## config.mk

```make
export PLATFORM = sky130hd
export DESIGN_NAME = fpm_cycle_ctrl
export DESIGN_NICKNAME = d
export VERILOG_FILES = /design/src/rtl/fpm_pkg.sv /design/src/rtl/fpm_cycle_ctrl.sv
export SDC_FILE = /design/constraint.sdc
export NUM_CORES = 1
export LEC_CHECK = 0
export BUFFER_PORTS_ARGS = -buffer_cell sky130_fd_sc_hd__buf_2
export CAP_MARGIN = 20
export CORE_MARGIN = 4
export CORE_UTILIZATION = 40
export DETAILED_ROUTE_END_ITERATION = 8
export GPL_ROUTABILITY_DRIVEN = 0
export PLACE_DENSITY_LB_ADDON = 0.2
export RECOVER_POWER = 50
export SYNTH_ARGS = -nofsm -noshare
export SYNTH_HDL_FRONTEND = slang
export SYNTH_SLANG_ARGS = --single-unit
```

## constraint.sdc

```tcl
create_clock -name clk -period 1.5 [get_ports clk]
set_input_delay 0.3 -clock clk [delete_from_list [all_inputs] [get_ports clk]]
set_output_delay 0.3 -clock clk [all_outputs]
set_load 0.02 [all_outputs]
```

## src/rtl/fpm_pkg.sv

```systemverilog
package fpm_pkg;
  typedef enum logic [2:0] {
    K_NONE  = 3'd0,
    K_READ  = 3'd1,
    K_EWR   = 3'd2,
    K_LWR   = 3'd3,
    K_RMW   = 3'd4,
    K_RONLY = 3'd5,
    K_CBR   = 3'd6,
    K_HID   = 3'd7
  } cyc_kind_e;

  typedef enum logic [1:0] {
    M_IDLE = 2'd0,
    M_ROW  = 2'd1,
    M_RFSH = 2'd2
  } ras_mode_e;

  localparam int N_STROBE = 3;
  localparam int E_RAS    = 0;
  localparam int E_CAS    = 1;
  localparam int E_WE     = 2;
endpackage

```

## src/rtl/fpm_cycle_ctrl.sv

```systemverilog
module fpm_cycle_ctrl
  import fpm_pkg::*;
#(
  parameter int ROW_BITS = 6,
  parameter int COL_BITS = 4,
  parameter int DQ_W     = 4
) (
  input  logic                         clk,
  input  logic                         rst_n,
  input  logic                         cas_n,
  input  logic                         we_n,
  input  logic                         oe_n,
  input  logic [N_STROBE-1:0]          fall,
  input  logic [N_STROBE-1:0]          rise,
  input  logic [ROW_BITS-1:0]          row_in,
  input  logic [COL_BITS-1:0]          col_in,
  input  logic [ROW_BITS-1:0]          rfsh_cnt,
  input  logic [DQ_W-1:0]              rd_data,
  input  logic [DQ_W-1:0]              dq_in,
  output logic                         rfsh_inc,
  output logic                         wr_en,
  output logic [ROW_BITS+COL_BITS-1:0] wr_addr,
  output logic [DQ_W-1:0]              wr_data,
  output logic [ROW_BITS+COL_BITS-1:0] rd_addr,
  output logic                         drv,
  output logic [DQ_W-1:0]              dout,
  output cyc_kind_e                    kind,
  output logic                         err,
  output logic [ROW_BITS-1:0]          act_row
);
  ras_mode_e             mode_q, mode_d;
  logic [ROW_BITS-1:0]   row_q, row_d;
  logic [COL_BITS-1:0]   col_q, col_d;
  logic [ROW_BITS-1:0]   act_q, act_d;
  logic [DQ_W-1:0]       dout_q, dout_d;
  cyc_kind_e             kind_q, kind_d;
  logic                  drv_q, drv_d;
  logic                  hold_q, hold_d;
  logic                  wrote_q, wrote_d;
  logic                  seen_q, seen_d;
  logic                  err_q, err_d;
  logic                  row_open, cas_low_held;

  assign row_open     = (mode_q == M_ROW);
  assign cas_low_held = ~cas_n & ~fall[E_CAS];

  always_comb begin
    mode_d   = mode_q;
    row_d    = row_q;
    col_d    = col_q;
    act_d    = act_q;
    dout_d   = dout_q;
    kind_d   = kind_q;
    drv_d    = drv_q;
    hold_d   = hold_q;
    wrote_d  = wrote_q;
    seen_d   = seen_q;
    err_d    = 1'b0;
    rfsh_inc = 1'b0;
    wr_en    = 1'b0;
    wr_addr  = {row_q, col_in};

    // column strobe released: bus off, access context closed
    if (rise[E_CAS]) begin
      drv_d   = 1'b0;
      hold_d  = 1'b0;
      wrote_d = 1'b0;
      seen_d  = 1'b0;
    end

    if (rise[E_RAS]) mode_d = M_IDLE;

    // row strobe fall: counter refresh or row activation
    if (fall[E_RAS]) begin
      if (cas_low_held) begin
        mode_d   = M_RFSH;
        act_d    = rfsh_cnt;
        rfsh_inc = 1'b1;
        kind_d   = hold_q ? K_HID : K_CBR;
      end else begin
        mode_d = M_ROW;
        row_d  = row_in;
        act_d  = row_in;
        kind_d = K_RONLY;
      end
    end

    if (fall[E_CAS] && row_open) begin
      col_d  = col_in;
      hold_d = 1'b1;
      seen_d = ~oe_n;
      if (!we_n) begin
        wr_en   = 1'b1;
        wr_addr = {row_q, col_in};
        drv_d   = 1'b0;
        wrote_d = 1'b1;
        kind_d  = K_EWR;
        err_d   = fall[E_WE];
      end else begin
        dout_d  = rd_data;
        drv_d   = 1'b1;
        wrote_d = 1'b0;
        kind_d  = K_READ;
      end
    end else begin
      if (!oe_n && !cas_n) seen_d = 1'b1;
      // write enable after the column strobe: late write or RMW
      if (fall[E_WE] && row_open && !cas_n && hold_q && !wrote_q) begin
        if (oe_n) begin
          wr_en   = 1'b1;
          wr_addr = {row_q, col_q};
          drv_d   = 1'b0;
          wrote_d = 1'b1;
          kind_d  = seen_q ? K_RMW : K_LWR;
        end
      end
      if (rise[E_WE] && !cas_n && wrote_q) err_d = 1'b1;
    end
  end

  always_ff @(posedge clk or negedge rst_n) begin
    if (!rst_n) begin
      mode_q  <= M_IDLE;
      row_q   <= '0;
      col_q   <= '0;
      act_q   <= '0;
      dout_q  <= '0;
      kind_q  <= K_NONE;
      drv_q   <= 1'b0;
      hold_q  <= 1'b0;
      wrote_q <= 1'b0;
      seen_q  <= 1'b0;
      err_q   <= 1'b0;
    end else begin
      mode_q  <= mode_d;
      row_q   <= row_d;
      col_q   <= col_d;
      act_q   <= act_d;
      dout_q  <= dout_d;
      kind_q  <= kind_d;
      drv_q   <= drv_d;
      hold_q  <= hold_d;
      wrote_q <= wrote_d;
      seen_q  <= seen_d;
      err_q   <= err_d;
    end
  end

  assign wr_data = dq_in;
  assign rd_addr = {row_q, col_in};
  assign drv     = drv_q;
  assign dout    = dout_q;
  assign kind    = kind_q;
  assign err     = err_q;
  assign act_row = act_q;

  // a column cycle that has written never drives the bus
  a_r3_written_no_drive: assert property (@(posedge clk) disable iff (!rst_n)
    wrote_q |-> !drv_q);

  // no array write while a counter refresh holds the row strobe low
  a_r8_rfsh_no_write: assert property (@(posedge clk) disable iff (!rst_n)
    (mode_q == M_RFSH) |-> !wr_en);

  // write enable falling with output enable low leaves the drive on
  a_r6_blocked_keeps_drive: assert property (@(posedge clk) disable iff (!rst_n)
    (fall[E_WE] && !oe_n && drv_q && cas_low_held) |=> drv_q);

  // a late write with output enable high stops the drive
  a_r5_late_stops_drive: assert property (@(posedge clk) disable iff (!rst_n)
    (fall[E_WE] && oe_n && drv_q && cas_low_held && row_open) |=> !drv_q);
endmodule

```

* After elaboration in Yosys (flattened, before gate mapping)
Cells that the tools add are included.
** Storage, ports and cells
- Input bits :: 35
- Output and inout port bits :: 41
- Register bits :: 30
** Cells by class
- Bitwise operators :: 5
- Muxes and demuxes :: 37
- Reductions and logical operators :: 16
- Eq/ne operators :: 1
** Operators by type and width (count)
- 1-bit two-way mux :: 23
- 3-bit two-way mux :: 5
- 4-bit two-way mux :: 3
- 2-bit two-way mux :: 5
- 1-bit logical AND :: 8
- 6-bit two-way mux :: 1
- 1-bit NOT :: 4
- 2-bit AND reduction :: 2
- 2-bit nonzero test :: 2
- 1-bit zero test :: 3
- 3-bit nonzero test :: 1
- 2-bit by 1-bit equality test with 1-bit output, second input constant :: 1
- 1-bit AND :: 1

* Logic depth before layout (Yosys ltp)
Gate-level depths: netlist (run 1).
- Word-level depth :: 7
- Gate-level depth with buffers :: 6

* Least setup slack after synthesis (run 1)
OpenSTA, ideal clock, no wires.
- Path type :: input port to output port
- Start :: input port cas_n
- End :: output port wr_en
- Path buffers :: 1
- Path slack :: -0.259 ns
- Stages on the path :: 4
- Data arrival time :: 1.459 ns
- Cell sequence :: clkbuf_2 nand4bb_4 or2_4 o21ai_0
** On the way
- Longest elaborated chain between the ends :: 6
** Ends and longest elaborated chain
- from (decl) :: line fpm_cycle_ctrl.sv:10 : input logic cas_n,
- 1-bit zero test :: line fpm_cycle_ctrl.sv:108 : if (fall[E_WE] && row_open && !cas_n && hold_q && !wrote_q) begin
- 1-bit logical AND (3 in a row) :: line fpm_cycle_ctrl.sv:108
- 1-bit two-way mux :: line fpm_cycle_ctrl.sv:108
- 1-bit two-way mux :: line fpm_cycle_ctrl.sv:88 : if (fall[E_CAS] && row_open) begin
- to (decl) :: line fpm_cycle_ctrl.sv:21 : output logic wr_en,
No other way between the ends.

* Worst setup path after layout (run 1)
- Start :: register wrote_q
- End :: output port wr_addr[0]
** On the way
- Longest elaborated chain between the ends :: 4
** Ends and longest elaborated chain
- from (decl) :: line fpm_cycle_ctrl.sv:39 : logic wrote_q, wrote_d;
- from (signal assigned) :: line fpm_cycle_ctrl.sv:143 : wrote_q <= wrote_d;
- 1-bit zero test :: line fpm_cycle_ctrl.sv:108
- 1-bit logical AND :: line fpm_cycle_ctrl.sv:108
- 4-bit two-way mux :: line fpm_cycle_ctrl.sv:108
- 4-bit two-way mux :: line fpm_cycle_ctrl.sv:88
- to (decl) :: line fpm_cycle_ctrl.sv:22 : output logic [ROW_BITS+COL_BITS-1:0] wr_addr,
No other way between the ends.

==> impl_metrics.prom, run 1 <==
# TYPE chip_impl_metric gauge
chip_impl_metric{name="clk_transition_reported_paths",unit="ns"} 0.07
chip_impl_info{name="timing.critical_path.mode_cell",value="sky130_fd_sc_hd__buf_6"} 1
chip_impl_metric{name="number_of_placement_rows",unit=""} 21
chip_impl_metric{name="initial_antenna_violation_count",unit=""} 0
chip_impl_metric{name="final.setup.tns",unit="ns"} -2.24
chip_impl_metric{name="dieArea",unit="sq um"} 4800
chip_impl_metric{name="depth_of_the_worst_register_to_register_path",unit=""} 5
chip_impl_metric{name="synth_cells",unit=""} 132
chip_impl_metric{name="buffer_ports.inserted",unit=""} 67
chip_impl_metric{name="finalHoldViolCount",unit=""} 0
chip_impl_metric{name="max_clock_freq",unit="GHz"} 0.510
chip_impl_metric{name="drc",unit=""} 0
chip_impl_metric{name="final.period_utilization",unit="%"} 131
chip_impl_metric{name="die_y",unit="um"} 69.3
chip_impl_metric{name="ys_ff_latch",unit=""} 30
chip_impl_info{name="synth_ff_type",value="sky130_fd_sc_hd__dfrtp_1"} 1
chip_impl_metric{name="multi_input_gate_area",unit="sq um"} 649
chip_impl_metric{name="maximum_clock_skew_at_final_layout",unit="ns"} 0.00379
chip_impl_metric{name="finalWorstPathRequiredPeriod",unit="ns"} 1.96
chip_impl_metric{name="cp_max_fo",unit=""} 4
chip_impl_metric{name="floorplan.die.width",unit="um"} 69.3
chip_impl_metric{name="groute.layer.met3.usage",unit="%"} 6.23
chip_impl_info{name="slowest_stage",value="sky130_fd_sc_hd__dfrtp_1"} 1
chip_impl_metric{name="grt.met1_usage",unit="%"} 18.8
chip_impl_metric{name="layout_overhead_on_the_synthesized_area",unit="%"} 42.8
chip_impl_metric{name="remaining_number_of_nets_flagged_by_the_antenna_check_after_routing",unit=""} 0
chip_impl_metric{name="via_per_inst",unit=""} 4.96
chip_impl_metric{name="syn_avg_cell_area",unit="sq um"} 11.4
chip_impl_metric{name="detailed_place_hpwl",unit="mm"} 2.79
chip_impl_metric{name="n_antenna_cell",unit=""} 0
chip_impl_metric{name="postCtsHoldBufs",unit=""} 0
chip_impl_metric{name="final.fill_count",unit=""} 307
chip_impl_info{name="cts_tree",value="built"} 1
chip_impl_metric{name="post_layout_nonfiller_instances",unit=""} 255
chip_impl_metric{name="detail_route.wl_per_cell",unit="um"} 15.0
chip_impl_info{name="setup.worst_path.start_class",value="flop"} 1
chip_impl_info{name="min-delay-path-class",value="in2async"} 1
chip_impl_metric{name="rrSetupSlack",unit="ns"} 0
chip_impl_info{name="most_common_cell_after_layout_fill_and_taps_aside",value="sky130_fd_sc_hd__buf_2"} 1
chip_impl_metric{name="initial_utilization",unit="%"} 43.3
chip_impl_metric{name="total_number_of_vias",unit=""} 1264
chip_impl_metric{name="drt-pass1-iter-count",unit=""} 4
chip_impl_info{name="cts-root-buf",value="sky130_fd_sc_hd__clkbuf_8"} 1
chip_impl_metric{name="grt.met2_usage",unit="%"} 28.4
chip_impl_metric{name="fin_ws",unit="ns"} -0.463
chip_impl_metric{name="place_inst",unit=""} 241
chip_impl_info{name="rsz0062_at_grt",value="true"} 1
chip_impl_metric{name="design.final.nets",unit=""} 243
chip_impl_metric{name="relSlewSlack",unit="%"} 49.4
chip_impl_metric{name="number_of_maximum_capacitance_constraint_violations",unit=""} 0
chip_impl_info{name="path_cells",value="nand3b_1 -> nor3_4 -> buf_6 -> mux2_4 -> buf_6"} 1
chip_impl_metric{name="overflow",unit=""} 0
chip_impl_metric{name="numCtsBuffers",unit=""} 5
chip_impl_info{name="crit-reg2reg-launch",value="mode_q[1]"} 1
chip_impl_metric{name="ir_worst_vdd",unit="mV"} 0.770
chip_impl_metric{name="worst_path_arrival",unit="ns"} 1.66
chip_impl_info{name="cp-end-kind",value="output pin"} 1
chip_impl_metric{name="clkSinkCount",unit=""} 30
chip_impl_metric{name="io_pins",unit=""} 76
chip_impl_metric{name="synth.lib_cells_used.distinct",unit=""} 33
chip_impl_metric{name="grt_start_max_net_pins",unit=""} 31
chip_impl_metric{name="timing.final.setup_violations",unit=""} 6
chip_impl_metric{name="hold_ws",unit="ns"} 0.0814
chip_impl_info{name="gr-max-usage-layer",value="met2"} 1
chip_impl_metric{name="place_area",unit="sq um"} 1880
chip_impl_metric{name="synthesis.yosys.warnings",unit=""} 0
chip_impl_metric{name="synth_edf_count",unit=""} 0
chip_impl_info{name="synth_top_cell_by_area",value="sky130_fd_sc_hd__dfrtp_1"} 1
chip_impl_info{name="failing_checks",value="setup timing"} 1
chip_impl_metric{name="leakage",unit="nW"} 1.08
chip_impl_metric{name="grt_pass1_wl",unit="mm"} 6.33
chip_impl_metric{name="postSynth.asyncResetShare",unit="%"} 100
chip_impl_metric{name="final_slew_violations",unit=""} 0
chip_impl_metric{name="drt_first_iter_violations",unit=""} 35
chip_impl_metric{name="worst_pin_slew",unit="ns"} 0.759
chip_impl_metric{name="postRouteWirelength",unit="mm"} 3.82
chip_impl_metric{name="critical-path-max-stage-delay",unit="ns"} 0.37
chip_impl_info{name="layout_common_cells",value="56 x sky130_fd_sc_hd__buf_2, 30 x sky130_fd_sc_hd__dfrtp_1, 15 x sky130_fd_sc_hd__nand2_1"} 1
chip_impl_metric{name="synth.cell_area",unit="sq um"} 1500
chip_impl_metric{name="core_region_area",unit="sq um"} 3470
chip_impl_metric{name="synth_top_cell_area_share",unit="%"} 50.0
chip_impl_info{name="worstReg2RegEnd",value="drv"} 1
chip_impl_metric{name="first_global_vias",unit=""} 1334
chip_impl_info{name="post_synth_main_area_contributors",value="sky130_fd_sc_hd__dfrtp_1 50%, sky130_fd_sc_hd__mux2_2 10%, sky130_fd_sc_hd__buf_4 7.0%, sky130_fd_sc_hd__mux2i_1 4.0%, sky130_fd_sc_hd__nand2_1 4.0%"} 1
chip_impl_info{name="criticalPathCategory",value="reg2out"} 1
chip_impl_metric{name="seqCellArea",unit="sq um"} 751
chip_impl_metric{name="max-clock-path-buffers",unit=""} 2
chip_impl_metric{name="final_layout_size_suffix_gt1_share",unit="%"} 55.0
chip_impl_metric{name="synth-seq-area-share",unit="%"} 50.0
chip_impl_metric{name="critical_path_required",unit="ns"} 1.20
chip_impl_metric{name="global_route_total_usage_across_every_layer",unit="%"} 16.5
chip_impl_metric{name="power.density_cell_area",unit="nW/um^2"} 1230
chip_impl_info{name="run_status",value="complete, but fails checks"} 1
chip_impl_metric{name="worstSkewPairLatency",unit="ns"} 0.28
chip_impl_metric{name="htree_num_levels",unit=""} 2
chip_impl_metric{name="postSynthNetCount",unit=""} 167
chip_impl_metric{name="fin_area",unit="sq um"} 2140
==> worst max path at each step <==
stage | start | endpoint | depth (start not counted)
floorplan | mode_q[0] | wr_addr[0] | 4
global placement | mode_q[1] | wr_addr[2] | 4
detailed placement | mode_q[1] | wr_addr[2] | 4
CTS | wrote_q | wr_addr[2] | 5
global route | mode_q[1] | wr_addr[3] | 5
finish | wrote_q | wr_addr[0] | 5
==> flip-flops by register name, summed over array words and instances, names as in the netlist <==
signal,flops
dout,4
drv,1
row_q,6
wrote_q,1
kind,3
act_row,6
hold_q,1
mode_q,2
col_q,4
seen_q,1
err,1
==> cell usage after synthesis, drive strengths merged (2+ instances only) <==
cell,number
o21ai,3
nand3b,3
buf,19
a21oi,9
inv,2
nand2,16
mux2,14
dfrtp,30
nor2,10
mux2i,6
a21o,3
==> stage by stage <==
step | worst slack [ns] | utilization (%) | total power, mW
after global routing | -0.528 | 61.8 | 2.76
after floorplan | -0.143 | - | 1.39
after CTS | -0.473 | 61.5 | 2.65
after global placement | -0.242 | 54.3 | 1.57
after detailed placement | -0.301 | 54.3 | 1.59
final | -0.463 | 61.8 | 2.63
==> repair_timing <==
action / CTS / global route
buffers inserted: 5 / 3
setup endpoints to repair: 11 / 12
pin swaps: 4 / 2
resized for setup: 19 / 9
==> cell type report <==
type	count	share of cell area, %
Sequential cell	30	35.0
Multi-Input combinational cell	80	30.3
Timing Repair Buffer	89	25.0
Clock buffer	6	3.85
Clock inverter	2	2.80
Tap cell	46	2.68
Inverter	2	0.350
==> cells by family after synthesis <==
family | share of synthesized area (%)
DFF | 50.0
muxes | 14.5
and+or+nand+nor | 15.2
AOI/OAI and AO/OA | 10.1
buffers and inverters | 10.2
==> metal layers <==
metal,part of all wire (%),vias to the layer above
li1,-,599
met1,39,610
met2,52,49
met3,7.3,6
met4,1.7,0
met5,0,-
==> critical path, delay by kind of cell (launching register included) <==
family	cells	cell delay (ns)
buffers and inverters	2	0.27
and+or+nand+nor	2	0.43
muxes	1	0.30
DFF	1	0.37
==> where the power goes <==
group / leakage [nW] / switching, mW / internal [mW]
Sequential: 0.358 / 0.0697 / 0.923
Clock: 0.0714 / 0.311 / 0.708
Combinational: 0.646 / 0.348 / 0.269
Total: 1.08 / 0.729 / 1.90
No activity file was read; power rests on OpenSTA's default activity.
==> inputs of run 2 (changes only) <==
--- a/config.mk
+++ b/config.mk
@@ -5,10 +5,12 @@
 export SDC_FILE = /design/constraint.sdc
 export NUM_CORES = 1
 export LEC_CHECK = 0
-export BUFFER_PORTS_ARGS = -buffer_cell sky130_fd_sc_hd__buf_2
+export BUFFER_PORTS_ARGS = -buffer_cell sky130_fd_sc_hd__buf_4
 export CAP_MARGIN = 20
+export CELL_PAD_IN_SITES_DETAIL_PLACEMENT = 1
+export CELL_PAD_IN_SITES_GLOBAL_PLACEMENT = 2
 export CORE_MARGIN = 4
-export CORE_UTILIZATION = 40
+export CORE_UTILIZATION = 24
 export DETAILED_ROUTE_END_ITERATION = 8
 export GPL_ROUTABILITY_DRIVEN = 0
 export PLACE_DENSITY_LB_ADDON = 0.2
==> run 2 against run 1 <==
The flow still finishes with violations (setup timing). Core utilization down 24 points. Setup slack got worse by 0.0024 ns. Clock skew rose by 0.0077 ns. Global-route usage fell by 4.5 points. Sequential cell count is the same. Combinational power is 12% higher. Design area increased by 4.5%. Sequential power is 0.6% higher. Critical path depth stayed put. Highest routed layer unchanged. Sequential share of layout area down 1.5 points. Via count shrank 1.3%. First-iteration DRC count decreased by 77%.
==> impl_metrics.prom, run 2 (synthesis gave the netlist of run 1 again) <==
# TYPE chip_impl_metric gauge
chip_impl_info{name="setup.worst_path.start_class",value="flop"} 1
chip_impl_info{name="crit_family",value="simple AND/OR/NAND/NOR gates"} 1
chip_impl_info{name="path_cells",value="nand3b_1 -> nor3_4 -> buf_6 -> mux2_4 -> buf_6"} 1
chip_impl_metric{name="floorplan.die.width",unit="um"} 87.1
chip_impl_metric{name="final.setup.tns",unit="ns"} -2.22
chip_impl_metric{name="ir_worst_vdd",unit="mV"} 0.471
chip_impl_info{name="criticalPathCategory",value="reg2out"} 1
chip_impl_metric{name="design.final.nets",unit=""} 242
chip_impl_metric{name="leakage",unit="nW"} 1.07
chip_impl_metric{name="clk_transition_reported_paths",unit="ns"} 0.06
chip_impl_metric{name="multi_input_gate_area",unit="sq um"} 626
chip_impl_metric{name="io_pins",unit=""} 76
chip_impl_metric{name="cp_max_fo",unit=""} 4
chip_impl_metric{name="via_per_inst",unit=""} 4.41
chip_impl_metric{name="power.density_cell_area",unit="nW/um^2"} 1060
chip_impl_metric{name="n_antenna_cell",unit=""} 0
chip_impl_metric{name="max_clock_freq",unit="GHz"} 0.509
chip_impl_metric{name="detailed_place_hpwl",unit="mm"} 3.38
chip_impl_metric{name="grt_start_max_net_pins",unit=""} 31
chip_impl_metric{name="initial_utilization",unit="%"} 25.1
chip_impl_info{name="critPathCapture",value="wr_addr[1]"} 1
chip_impl_info{name="cts-root-buf",value="sky130_fd_sc_hd__clkbuf_8"} 1
chip_impl_metric{name="post_layout_nonfiller_instances",unit=""} 283
chip_impl_metric{name="max-clock-path-buffers",unit=""} 2
chip_impl_metric{name="number_of_maximum_capacitance_constraint_violations",unit=""} 0
chip_impl_metric{name="remaining_number_of_nets_flagged_by_the_antenna_check_after_routing",unit=""} 0
chip_impl_metric{name="relSlewSlack",unit="%"} 47.9
chip_impl_metric{name="initial_antenna_violation_count",unit=""} 0
chip_impl_metric{name="place_area",unit="sq um"} 2100
chip_impl_metric{name="detail_route.wl_per_cell",unit="um"} 15.5
chip_impl_metric{name="drc",unit=""} 0
chip_impl_metric{name="layout_overhead_on_the_synthesized_area",unit="%"} 49.3
chip_impl_metric{name="maximum_clock_skew_at_final_layout",unit="ns"} 0.0115
chip_impl_metric{name="final_core_util",unit="%"} 37.4
chip_impl_info{name="rsz0062_at_grt",value="true"} 1
chip_impl_info{name="crit_path_start",value="wrote_q"} 1
chip_impl_info{name="slowest_stage",value="sky130_fd_sc_hd__dfrtp_1"} 1
chip_impl_metric{name="postRouteWirelength",unit="mm"} 4.39
chip_impl_info{name="worstReg2RegEnd",value="drv"} 1
chip_impl_metric{name="drt-pass1-iter-count",unit=""} 4
chip_impl_metric{name="numCtsBuffers",unit=""} 5
chip_impl_metric{name="worstSetupPathDepth",unit=""} 5
chip_impl_info{name="failing_checks",value="setup timing"} 1
chip_impl_metric{name="drt_first_iter_violations",unit=""} 8
chip_impl_metric{name="grt_pass1_wl",unit="mm"} 6.88
chip_impl_metric{name="core_region_area",unit="sq um"} 5990
chip_impl_metric{name="depth_of_the_worst_register_to_register_path",unit=""} 5
chip_impl_metric{name="clkSinkCount",unit=""} 30
chip_impl_metric{name="die_y",unit="um"} 87.1
chip_impl_metric{name="final_slew_violations",unit=""} 0
chip_impl_info{name="crit-reg2reg-launch",value="mode_q[1]"} 1
chip_impl_metric{name="rrSetupSlack",unit="ns"} -0.01
chip_impl_metric{name="dieArea",unit="sq um"} 7590
chip_impl_metric{name="total_number_of_vias",unit=""} 1248
chip_impl_info{name="cts_tree",value="built"} 1
chip_impl_metric{name="worst_path_arrival",unit="ns"} 1.67
chip_impl_metric{name="finalWorstPathRequiredPeriod",unit="ns"} 1.97
chip_impl_metric{name="first_global_vias",unit=""} 1373
chip_impl_metric{name="fin_ws",unit="ns"} -0.465
chip_impl_info{name="timing.critical_path.mode_cell",value="sky130_fd_sc_hd__buf_6"} 1
chip_impl_info{name="min-delay-path-class",value="in2reg"} 1
chip_impl_metric{name="seqCellArea",unit="sq um"} 751
chip_impl_metric{name="finalHoldViolCount",unit=""} 0
chip_impl_metric{name="overflow",unit=""} 0
chip_impl_metric{name="htree_num_levels",unit=""} 2
chip_impl_metric{name="place_inst",unit=""} 272
chip_impl_metric{name="global_route_total_usage_across_every_layer",unit="%"} 12.0
chip_impl_metric{name="buffer_ports.inserted",unit=""} 67
chip_impl_info{name="layout_common_cells",value="65 x sky130_fd_sc_hd__buf_4, 30 x sky130_fd_sc_hd__dfrtp_1, 15 x sky130_fd_sc_hd__nand2_1"} 1
chip_impl_metric{name="dp_worst_slack",unit="ns"} -0.278
chip_impl_metric{name="critical_path_required",unit="ns"} 1.20
chip_impl_metric{name="final.period_utilization",unit="%"} 131
chip_impl_metric{name="number_of_placement_rows",unit=""} 28
chip_impl_metric{name="worst_pin_slew",unit="ns"} 0.781
chip_impl_metric{name="timing.final.setup_violations",unit=""} 6
chip_impl_metric{name="fin_area",unit="sq um"} 2240
chip_impl_info{name="cp-end-kind",value="output pin"} 1
chip_impl_metric{name="report.power.total",unit="mW"} 2.37
chip_impl_metric{name="final.fill_count",unit=""} 681
chip_impl_metric{name="hold_ws",unit="ns"} 0.229
chip_impl_metric{name="final_layout_size_suffix_gt1_share",unit="%"} 52.4
chip_impl_info{name="run_status",value="complete, but fails checks"} 1
chip_impl_info{name="most_common_cell_after_layout_fill_and_taps_aside",value="sky130_fd_sc_hd__buf_4"} 1
chip_impl_metric{name="crit_buf_inv",unit=""} 2
chip_impl_metric{name="worstSkewPairLatency",unit="ns"} 0.29
chip_impl_metric{name="critical-path-max-stage-delay",unit="ns"} 0.37
==> run 2: worst min-delay path by stage <==
stage	from	cells after the start	endpoint	slack (ns)
floorplan	rst_n	0	act_row[0]	0.004
global placement	rst_n	1	kind[2]	0.26
detailed placement	rst_n	1	kind[2]	0.26
CTS	col_in[2]	3	col_q[2]	0.22
global route	col_in[0]	3	col_q[0]	0.22
finish	col_in[2]	3	col_q[2]	0.23
==> run 2: metal layers <==
layer	routed length (um)	share of wire, %	track usage (%)	vias to the layer above
li1	-	-	-	593
met1	1780	40	14.7	605
met2	2230	51	19.3	42
met3	307	7.0	3.60	8
met4	75	1.7	5.44	0
met5	0	0	0	-
==> run 2: final cells by class <==
type | instances | share of cell area [%]
Sequential cell | 30 | 33.5
Clock inverter | 1 | 0.223
Timing Repair Buffer | 88 | 30.0
Multi-Input combinational cell | 80 | 27.9
Tap cell | 75 | 4.19
Clock buffer | 7 | 3.85
Inverter | 2 | 0.335
==> run 2: tightest hold or removal path: cells and delay by family <==
kind,cells,cell delay (ns)
AND/OR/NAND/NOR,2,0.08
buffers and inverters,1,0.09
==> run 2: where the power goes <==
part           total (mW)  internal, mW  leakage, nW  switching, mW
clock network       0.688         0.370       0.0482          0.318
registers           0.999         0.923        0.358         0.0753
logic               0.688         0.340        0.669          0.348
total                2.37          1.63         1.07          0.742
==> run 2: what timing repair did <==
action / CTS / global route
hold endpoints to repair: 30 / 0
endpoints found under the setup margin: 11 / 12
gates resized for setup: 7 / 10
hold buffers: 1 / 0
pin swaps: 2 / 1
setup buffers: 2 / 0
